### config.mk
export PLATFORM = sky130hd
export DESIGN_NAME = io_port_decoder
export DESIGN_NICKNAME = d
export VERILOG_FILES = /design/src/rtl/io_dec_pkg.sv /design/src/rtl/io_addr_decode.sv /design/src/rtl/io_ctrl_regs.sv /design/src/rtl/io_audio_latch.sv /design/src/rtl/io_read_merge.sv /design/src/rtl/io_port_decoder.sv
export SDC_FILE = /design/constraint.sdc
export NUM_CORES = 1
export LEC_CHECK = 0
export ABC_AREA = 1
export CAP_MARGIN = 25
export CORE_UTILIZATION = 32
export CTS_CLUSTER_DIAMETER = 100
export DETAILED_ROUTE_END_ITERATION = 6
export HOLD_SLACK_MARGIN = 0.1
export PLACE_DENSITY_LB_ADDON = 0.05
export SETUP_SLACK_MARGIN = 0.15
export SKIP_CTS_REPAIR_TIMING = 1
export SYNTH_ARGS = -nofsm -noshare
export SYNTH_HDL_FRONTEND = slang
export SYNTH_SLANG_ARGS = --single-unit
### constraint.sdc
create_clock -name clk -period 1 [get_ports clk]
set_clock_uncertainty 0.1 [all_clocks]
set_input_delay 0.15 -clock clk [delete_from_list [all_inputs] [get_ports clk]]
set_output_delay 0.15 -clock clk [all_outputs]
set_load 0.01 [all_outputs]
### src/rtl/io_dec_pkg.sv
package io_dec_pkg;

  typedef struct packed {
    logic ctrl_hit;   // control register write target
    logic ctrl_io;    // 1: I/O control, 0: memory control
    logic upper;      // upper sound/IO window
    logic fm_hit;     // FM unit access
  } dec_t;

endpackage

### src/rtl/io_addr_decode.sv
module io_addr_decode
  import io_dec_pkg::*;
#(
  parameter int ADDR_W         = 8,
  parameter int FULL_CTRL_BASE = 8'h3E,
  parameter int FM_SEL_BIT     = 2
) (
  input  logic [ADDR_W-1:0] addr_i,
  input  logic              full_decode_i,
  input  logic              fm_fitted_i,
  output dec_t              dec_o
);

  localparam logic [ADDR_W-1:0] BASE = ADDR_W'(FULL_CTRL_BASE);

  logic [1:0] win;
  logic       full_match;

  always_comb begin
    win        = addr_i[ADDR_W-1 -: 2];
    full_match = (addr_i[ADDR_W-1:1] == BASE[ADDR_W-1:1]);
    dec_o.ctrl_hit = (win == 2'b00) && (!full_decode_i || full_match);
    dec_o.ctrl_io  = addr_i[0];
    dec_o.upper    = (win == 2'b11);
    dec_o.fm_hit   = (win == 2'b11) && !addr_i[FM_SEL_BIT] && fm_fitted_i;
  end

endmodule

### src/rtl/io_ctrl_regs.sv
module io_ctrl_regs
  import io_dec_pkg::*;
#(
  parameter int DATA_W = 8
) (
  input  logic              clk,
  input  logic              rst_n,
  input  logic              wr_i,
  input  dec_t              dec_i,
  input  logic [DATA_W-1:0] wdata_i,
  output logic [DATA_W-1:0] memctl_q,
  output logic [DATA_W-1:0] ioctl_q
);

  logic              mem_en, io_en;
  logic [DATA_W-1:0] memctl_d, ioctl_d;

  always_comb begin
    mem_en   = wr_i && dec_i.ctrl_hit && !dec_i.ctrl_io;
    io_en    = wr_i && dec_i.ctrl_hit &&  dec_i.ctrl_io;
    memctl_d = mem_en ? wdata_i : memctl_q;
    ioctl_d  = io_en  ? wdata_i : ioctl_q;
  end

  always_ff @(posedge clk or negedge rst_n) begin
    if (!rst_n) begin
      memctl_q <= '0;
      ioctl_q  <= '1;
    end else begin
      memctl_q <= memctl_d;
      ioctl_q  <= ioctl_d;
    end
  end


  ctrl_guard_chk: assert property (@(posedge clk) disable iff (!rst_n)
    (!dec_i.ctrl_hit) |=> ($stable(memctl_q) && $stable(ioctl_q)));


  ctrl_load_chk: assert property (@(posedge clk) disable iff (!rst_n)
    (wr_i && dec_i.ctrl_hit && dec_i.ctrl_io) |=> (ioctl_q == $past(wdata_i)));

endmodule

### src/rtl/io_audio_latch.sv
module io_audio_latch #(
  parameter int PSG_W = 8
) (
  input  logic             clk,
  input  logic             rst_n,
  input  logic             wr_i,
  input  logic             fm_hit_i,
  input  logic             full_decode_i,
  input  logic             fm_bit_i,
  input  logic             psg_bit_i,
  output logic             fm_en_q,
  output logic [PSG_W-1:0] psg_mask_q
);

  logic             fm_we, psg_we;
  logic             fm_en_d;
  logic [PSG_W-1:0] psg_mask_d;

  always_comb begin
    fm_we      = wr_i && fm_hit_i;
    psg_we     = fm_we && full_decode_i;
    fm_en_d    = fm_we ? fm_bit_i : fm_en_q;
    psg_mask_d = psg_we ? {PSG_W{psg_bit_i}} : psg_mask_q;
  end

  always_ff @(posedge clk or negedge rst_n) begin
    if (!rst_n) begin
      fm_en_q    <= 1'b0;
      psg_mask_q <= '1;
    end else begin
      fm_en_q    <= fm_en_d;
      psg_mask_q <= psg_mask_d;
    end
  end


  fm_latch_chk: assert property (@(posedge clk) disable iff (!rst_n)
    (wr_i && fm_hit_i) |=> (fm_en_q == $past(fm_bit_i)));


  psg_hold_chk: assert property (@(posedge clk) disable iff (!rst_n)
    (!full_decode_i) |=> $stable(psg_mask_q));


  psg_level_chk: assert property (@(posedge clk) disable iff (!rst_n)
    (psg_mask_q == '0) || (psg_mask_q == '1));

endmodule

### src/rtl/io_read_merge.sv
module io_read_merge
  import io_dec_pkg::*;
#(
  parameter int DATA_W = 8
) (
  input  dec_t              dec_i,
  input  logic              full_decode_i,
  input  logic              fm_en_i,
  input  logic              pad_dis_i,
  input  logic [DATA_W-1:0] pad_rdata_i,
  output logic [DATA_W-1:0] rdata_o
);

  localparam int HI_W = DATA_W - 3;

  logic [DATA_W-1:0] status, base;

  always_comb begin
    status  = {{HI_W{1'b1}}, 2'b00, fm_en_i};
    base    = dec_i.fm_hit ? status : '1;
    rdata_o = '1;
    if (dec_i.upper) begin
      if (full_decode_i && dec_i.fm_hit) rdata_o = status;
      else if (pad_dis_i)                rdata_o = base;
      else                               rdata_o = base & pad_rdata_i;
    end
  end


  always_comb begin
    if (full_decode_i && dec_i.fm_hit)
      fm_only_chk: assert (rdata_o == {{HI_W{1'b1}}, 2'b00, fm_en_i});
  end


  always_comb begin
    if (!dec_i.upper)
      idle_read_chk: assert (rdata_o == '1);
  end

endmodule

### src/rtl/io_port_decoder.sv
module io_port_decoder
  import io_dec_pkg::*;
#(
  parameter int ADDR_W         = 8,
  parameter int DATA_W         = 8,
  parameter int PSG_W          = 8,
  parameter int FULL_CTRL_BASE = 8'h3E,
  parameter int FM_SEL_BIT     = 2,
  parameter int PAD_DIS_BIT    = 2
) (
  input  logic              clk,
  input  logic              rst_n,
  input  logic              full_decode_i,
  input  logic              fm_fitted_i,
  input  logic [ADDR_W-1:0] addr_i,
  input  logic [DATA_W-1:0] wdata_i,
  input  logic              wr_i,
  input  logic [DATA_W-1:0] pad_rdata_i,
  output logic [DATA_W-1:0] rdata_o,
  output logic [DATA_W-1:0] memctl_o,
  output logic [DATA_W-1:0] ioctl_o,
  output logic              fm_enable_o,
  output logic [PSG_W-1:0]  psg_mask_o
);

  dec_t dec;

  io_addr_decode #(
    .ADDR_W(ADDR_W), .FULL_CTRL_BASE(FULL_CTRL_BASE), .FM_SEL_BIT(FM_SEL_BIT)
  ) u_dec (
    .addr_i(addr_i), .full_decode_i(full_decode_i),
    .fm_fitted_i(fm_fitted_i), .dec_o(dec)
  );

  io_ctrl_regs #(.DATA_W(DATA_W)) u_ctrl (
    .clk(clk), .rst_n(rst_n), .wr_i(wr_i), .dec_i(dec), .wdata_i(wdata_i),
    .memctl_q(memctl_o), .ioctl_q(ioctl_o)
  );

  io_audio_latch #(.PSG_W(PSG_W)) u_audio (
    .clk(clk), .rst_n(rst_n), .wr_i(wr_i), .fm_hit_i(dec.fm_hit),
    .full_decode_i(full_decode_i), .fm_bit_i(wdata_i[0]),
    .psg_bit_i(wdata_i[1]), .fm_en_q(fm_enable_o), .psg_mask_q(psg_mask_o)
  );

  io_read_merge #(.DATA_W(DATA_W)) u_rd (
    .dec_i(dec), .full_decode_i(full_decode_i), .fm_en_i(fm_enable_o),
    .pad_dis_i(memctl_o[PAD_DIS_BIT]), .pad_rdata_i(pad_rdata_i),
    .rdata_o(rdata_o)
  );


  mid_write_chk: assert property (@(posedge clk) disable iff (!rst_n)
    (addr_i[ADDR_W-1 -: 2] inside {2'b01, 2'b10}) |=>
      ($stable(memctl_o) && $stable(ioctl_o) && $stable(fm_enable_o) && $stable(psg_mask_o)));


  fm_status_chk: assert property (@(posedge clk) disable iff (!rst_n)
    (dec.fm_hit && full_decode_i) |-> (rdata_o[2:1] == 2'b00));

endmodule

==> impl_metrics.ini, run 1 <==
[setup_path]
arrival_ns = 1.39
crit_required_ns = 0.75
r2r_cells = 4
critPathCaptureType = output port
startpoint_type = register
worst-path-max-fanout = 5
path_class = register to output port

[sta]
max_freq_mhz = 611
rsz0062_at_grt = true
finalWorstSetupSlack_ns = -0.636
finalSetupTns_ns = -9.10
drv_slew = 0
relSlewSlack_pct = 80.0
fin_crit_sh_pct = 164
fin_crit_ns = 1.64
tightest_slew_ns = 0.297
setup_viol = 34
hold_viol_final = 0

[placement]
io_buffers = 61
dp_hpwl_um = 2100
gp_congestion = 0.773

[cts]
cts-root-buf = clkbuf_4
cts.clk_slew.worst_paths_ns = 0.10
clock_path_buffers = 2
clk_latency_ns = 0.28
cts_made_buffers = 3
numClockSinks = 18
cts.htree.levels = 1
cts_tree = yes

[global_route]
met3_usage_pct = 2.53
grt_pass1_vias = 995
grt_use_total_pct = 16.2
top_usage_layer = met2
antenna_found_initial = 0
overflow = 0
grt_max_degree = 19
met2_usage_pct = 28.6
grt_use_met1_pct = 19.4
grt_pass1_wl_um = 4040

[yosys]
syn_area_per_cell_um2 = 8.49
yosysMostFrequentCell = nand2_1
ys_seq_area_share_pct = 48.6
ys.warnings.count = 0
synth.area.top_cells = dfstp_2, dfrtp_1, nand2_1
synth_edf_count = 0
syn_area_um2 = 951
synthFlopType = dfstp_2
yosysTopAreaCell = dfstp_2
ys_ff_latch = 18
synth_cell_types = 17
synthArstFlopShare_pct = 100
netlist_instances = 112
synth_top_area_share_pct = 24.9
yosys-top-cells-count = nand2_1, nand4_1, buf_4, dfrtp_1, dfstp_2
postSynthNetCount = 141

[run]
cap_viol_max_count = 0

[routing]
vias = 1106
viasPerCell = 4.79
drtIter0Drc = 18
routed_wl_um = 3000
drc = 0
drt-wirelength-per-cell_um = 13.0
drt_pre_antenna_iters = 4
ant_nets = 0

[pwr]
p_leak_nw = 0.994
ir_drop_v = 0.00129
cellPowerDensity_nw_per_um2 = 1320

[floorplan]
start_util_pct = 34.2
std_cell_rows = 19
core_um2 = 2780
die_y_um = 56.5
ios = 62
die_w_um = 56.5
dieArea_um2 = 3190

[worst_hold_path]
holdCritPathClass = input pin to async pin

[final_layout]
nNetsFinal = 230
n_antenna_cell = 0
utilization_pct = 72.2
area_growth_pct = 111
drive_above_1_share_pct = 59.0
fill_cells = 239

[outcome]
status = finished with violations
violations = setup timing
==> layout make-up <==
cell class | count | area (um2) | share of cell area (%)
Clock buffer | 4 | 26.3 | 1.31
Inverter | 5 | 18.8 | 0.935
Multi-Input combinational cell | 78 | 514 | 25.6
Sequential cell | 18 | 462 | 23.0
Tap cell | 31 | 38.8 | 1.93
Timing Repair Buffer | 95 | 948 | 47.2
==> placed cells by master, fill, tap and decap left out, drive strengths merged <==
cell type       n
nand3           5
nor4            1
nand4          16
dlymetal6s2s    7
inv             5
buf            58
or2             5
dfrtp           9
nor3            1
o21ai           1
clkdlybuf4s50  17
nand2          40
a21oi           1
nor3b           1
clkbuf         17
o21bai          1
nor2            6
dfstp           9
==> worst max-delay path, stage by stage, from the launching register on <==
cell and delay, ns:
dfrtp_1 0.43, nor2_4 0.15, nand2_4 0.07, buf_6 0.11, or2_4 0.22, buf_6 0.12
==> layer usage <==
metal,part of all wire (%),wire (um)
met5,0,0
met4,1.3,38
met2,51,1540
met1,41,1240
met3,5.8,175
==> through the flow <==
step	setup slack, ns	cells	power [mW]	hold slack (ns)	cell area (um2)
3_5_place_dp	-1.06	210	2.03	0.355	1690
4_1_cts	-1.07	214	2.41	0.0910	1720
3_3_place_gp	-0.999	210	2.02	0.357	1690
5_1_grt	-0.691	231	2.81	0.0939	2010
6_report	-0.636	231	2.65	0.0948	2010
2_1_floorplan	-0.0822	112	1.47	-0.246	1010
==> flip-flops by register name (all words and copies together) (netlist names) <==
signal and count:
u_audio.fm_en_q 1, u_ctrl.memctl_q 8, u_audio.psg_mask_q 1, u_ctrl.ioctl_q 8
==> report_power, final <==
| group | total, mW | leakage [nW] | internal (mW) | switching, mW |
|---|---|---|---|---|
| Combinational | 1.24 | 0.771 | 0.758 | 0.482 |
| Sequential | 1.05 | 0.208 | 0.934 | 0.114 |
| Clock | 0.358 | 0.0150 | 0.155 | 0.203 |
| Total | 2.65 | 0.994 | 1.85 | 0.799 |
==> path summary, 6_finish.rpt <==
check,start,endpoint,slack [ns]
min in group clk,full_decode_i,u_audio.psg_mask_q[0],0.14
hold reg to reg,u_ctrl.ioctl_q[5],u_ctrl.ioctl_q[5],0.38
setup / recovery,u_ctrl.memctl_q[2],rdata_o[3],-0.64
setup reg to reg,u_audio.psg_mask_q[0],u_audio.psg_mask_q[0],-0.03
hold / removal,rst_n,u_ctrl.memctl_q[7],0.09
max in group asynchronous,rst_n,u_ctrl.ioctl_q[6],0.49
==> cells by family (layout without fill, tap and decap cells) <==
| family | after synthesis | count (layout) | synth area share (%) |
|---|---|---|---|
| simple gates | 75 | 75 | 38.3 |
| flops | 18 | 18 | 48.6 |
| buf+inv | 16 | 104 | 10.1 |
| compound gates | 3 | 3 | 3.03 |
(Power assumes the default switching activity.)
==> run 2, diff against run 1 <==
CORE_MARGIN = 5   (was unset)
==> run 2 against run 1 <==
  * The run still ends with setup timing left
  * Global-route usage is 1.6 points lower
  * Combinational power hardly changed
  * Cell area is 2.4% higher
  * Clock power is 26% higher
  * Register-to-register slack hardly changed
  * Critical endpoint unchanged
  * Core utilization is 1.1 points higher
  * Total power is 3.8% higher
  * Maximum frequency is 0.42% lower
  * Highest routed layer unchanged
  * Worst hold slack worse by 0.0056 ns
  * Sequential share of layout area is 0.55 points lower
==> impl_metrics.ini, run 2 (synthesized netlist as in run 1, its figures left out) <==
[pwr]
p_leak_nw = 1.04
power.internal_mw = 1.90
sw_frac_of_total_pct = 30.9
comb_power_share_pct = 45.3
netSwitchingPower_mw = 0.848
ir_drop_v = 0.000986
cellPowerDensity_nw_per_um2 = 1340
p_clk_share_pct = 16.4
share_seq_of_total_power_pct = 38.3

[sta]
drv_slew = 0
hold_slack_ns = 0.0891
setup_viol = 34
rsz0062_at_grt = true
max_freq_mhz = 609
finalWorstSetupSlack_ns = -0.643
hold_viol_final = 0
fin_crit_ns = 1.64
fin_crit_sh_pct = 164
tightest_slew_ns = 0.175
relSlewSlack_pct = 88.2

[final_layout]
top_regs = u_ctrl.ioctl_q (8), u_ctrl.memctl_q (8)
area_growth_pct = 116
fill_cells = 216
n_antenna_cell = 0
drive_above_1_share_pct = 58.9
nNetsFinal = 232
final_common_cell = buf_6
final_cell_mix = buf_6, nand2_1, buf_4

[floorplan]
start_util_pct = 33.9
std_cell_rows = 19
ios = 62
die_w_um = 64.5
core_um2 = 2810
dieArea_um2 = 4160
die_y_um = 64.5

[cts]
cts_made_buffers = 3
cts-root-buf = clkbuf_4
clock_path_buffers = 2
clk_latency_ns = 0.29
cts.htree.levels = 1
cts_tree = yes
cts.clk_slew.worst_paths_ns = 0.10
numClockSinks = 18

[outcome]
violations = setup timing
status = finished with violations

[setup_path]
path_buf_inv = 2
cpLargestDelayFamily = simple AND/OR/NAND/NOR gates
arrival_ns = 1.39
critPathCaptureType = output port
crit_top_cell = buf_6
path_class = register to output port
crit_required_ns = 0.75
worst-path-max-fanout = 5
startpoint_type = register
path_cells = nor2_4, nand2_4, buf_6, or2_4, buf_6
crit_slowest_cell = dfrtp_1
max_stage_delay_ns = 0.42

[global_route]
grt_pass1_wl_um = 4910
grt_max_degree = 19
grt_use_total_pct = 14.6
antenna_found_initial = 0
grt_pass1_vias = 1123
overflow = 0

[routing]
drt_pre_antenna_iters = 6
routed_wl_um = 3510
vias = 1162
ant_nets = 0
drtIter0Drc = 32
viasPerCell = 4.99
drt-wirelength-per-cell_um = 15.1
drc = 0

[placement]
dp_slack_ns = -1.06
gp_congestion = 0.752
dp_hpwl_um = 2410
io_buffers = 61

[worst_hold_path]
holdCritPathClass = input pin to async pin

[run]
cap_viol_max_count = 0
==> run 2: cell types whose count changed in the layout (fill, tap and decap cells not counted), sizes merged <==
cell          delta
buf              +3
clkbuf           -3
dlymetal6s2s     +2
==> run 2: metrics by stage <==
step	util, %	total power, mW	instance area [um2]	cells	TNS (ns)
CTS	62.1	2.51	1740	216	-29.03
global placement	60.8	2.04	1710	212	-25.19
finish	73.3	2.75	2060	233	-9.68
detailed placement	60.8	2.06	1710	212	-26.20
global route	73.3	2.92	2060	233	-11.53
floorplan	-	1.47	1010	112	-0.827
==> run 2: worst paths after layout <==
| check | startpoint | to | slack (ns) | cells past startpoint |
|---|---|---|---|---|
| worst min-delay path | rst_n | u_ctrl.memctl_q[4] | 0.09 | 2 |
| worst max-delay path | u_ctrl.memctl_q[2] | rdata_o[3] | -0.64 | 5 |
| worst min register to register | u_ctrl.ioctl_q[3] | u_ctrl.ioctl_q[3] | 0.38 | 2 |
| worst max register to register | u_audio.psg_mask_q[0] | u_audio.psg_mask_q[0] | -0.03 | 4 |
| min in group clk | wr_i | u_audio.fm_en_q | 0.14 | 4 |
| max in group asynchronous | rst_n | u_ctrl.ioctl_q[0] | 0.50 | 2 |
==> run 2: power groups by stage <==
stage	combinational, mW	sequential (mW)	clock, mW
global placement	1.00	1.03	0
CTS	1.02	1.03	0.464
detailed placement	1.02	1.04	0
global route	1.34	1.07	0.507
floorplan	0.359	1.12	0
finish	1.24	1.05	0.451
==> run 2: final cells by class <==
type / instances / area, um2 / share of cell area, %
clock buffer: 4 / 36.3 / 1.76
inverter: 5 / 18.8 / 0.912
multi-input combinational: 78 / 527 / 25.6
sequential: 18 / 462 / 22.4
tap: 31 / 38.8 / 1.89
timing repair buffer: 97 / 975 / 47.4
==> run 2: routing by layer <==
layer / GRT usage, % / part of all wire, % / vias to the layer above
li1: - / - / 551
met3: 3.97 / 7.8 / 4
met5: 0 / 0 / -
met2: 25.0 / 49 / 65
met1: 17.1 / 42 / 542
met4: 6.33 / 1.1 / 0
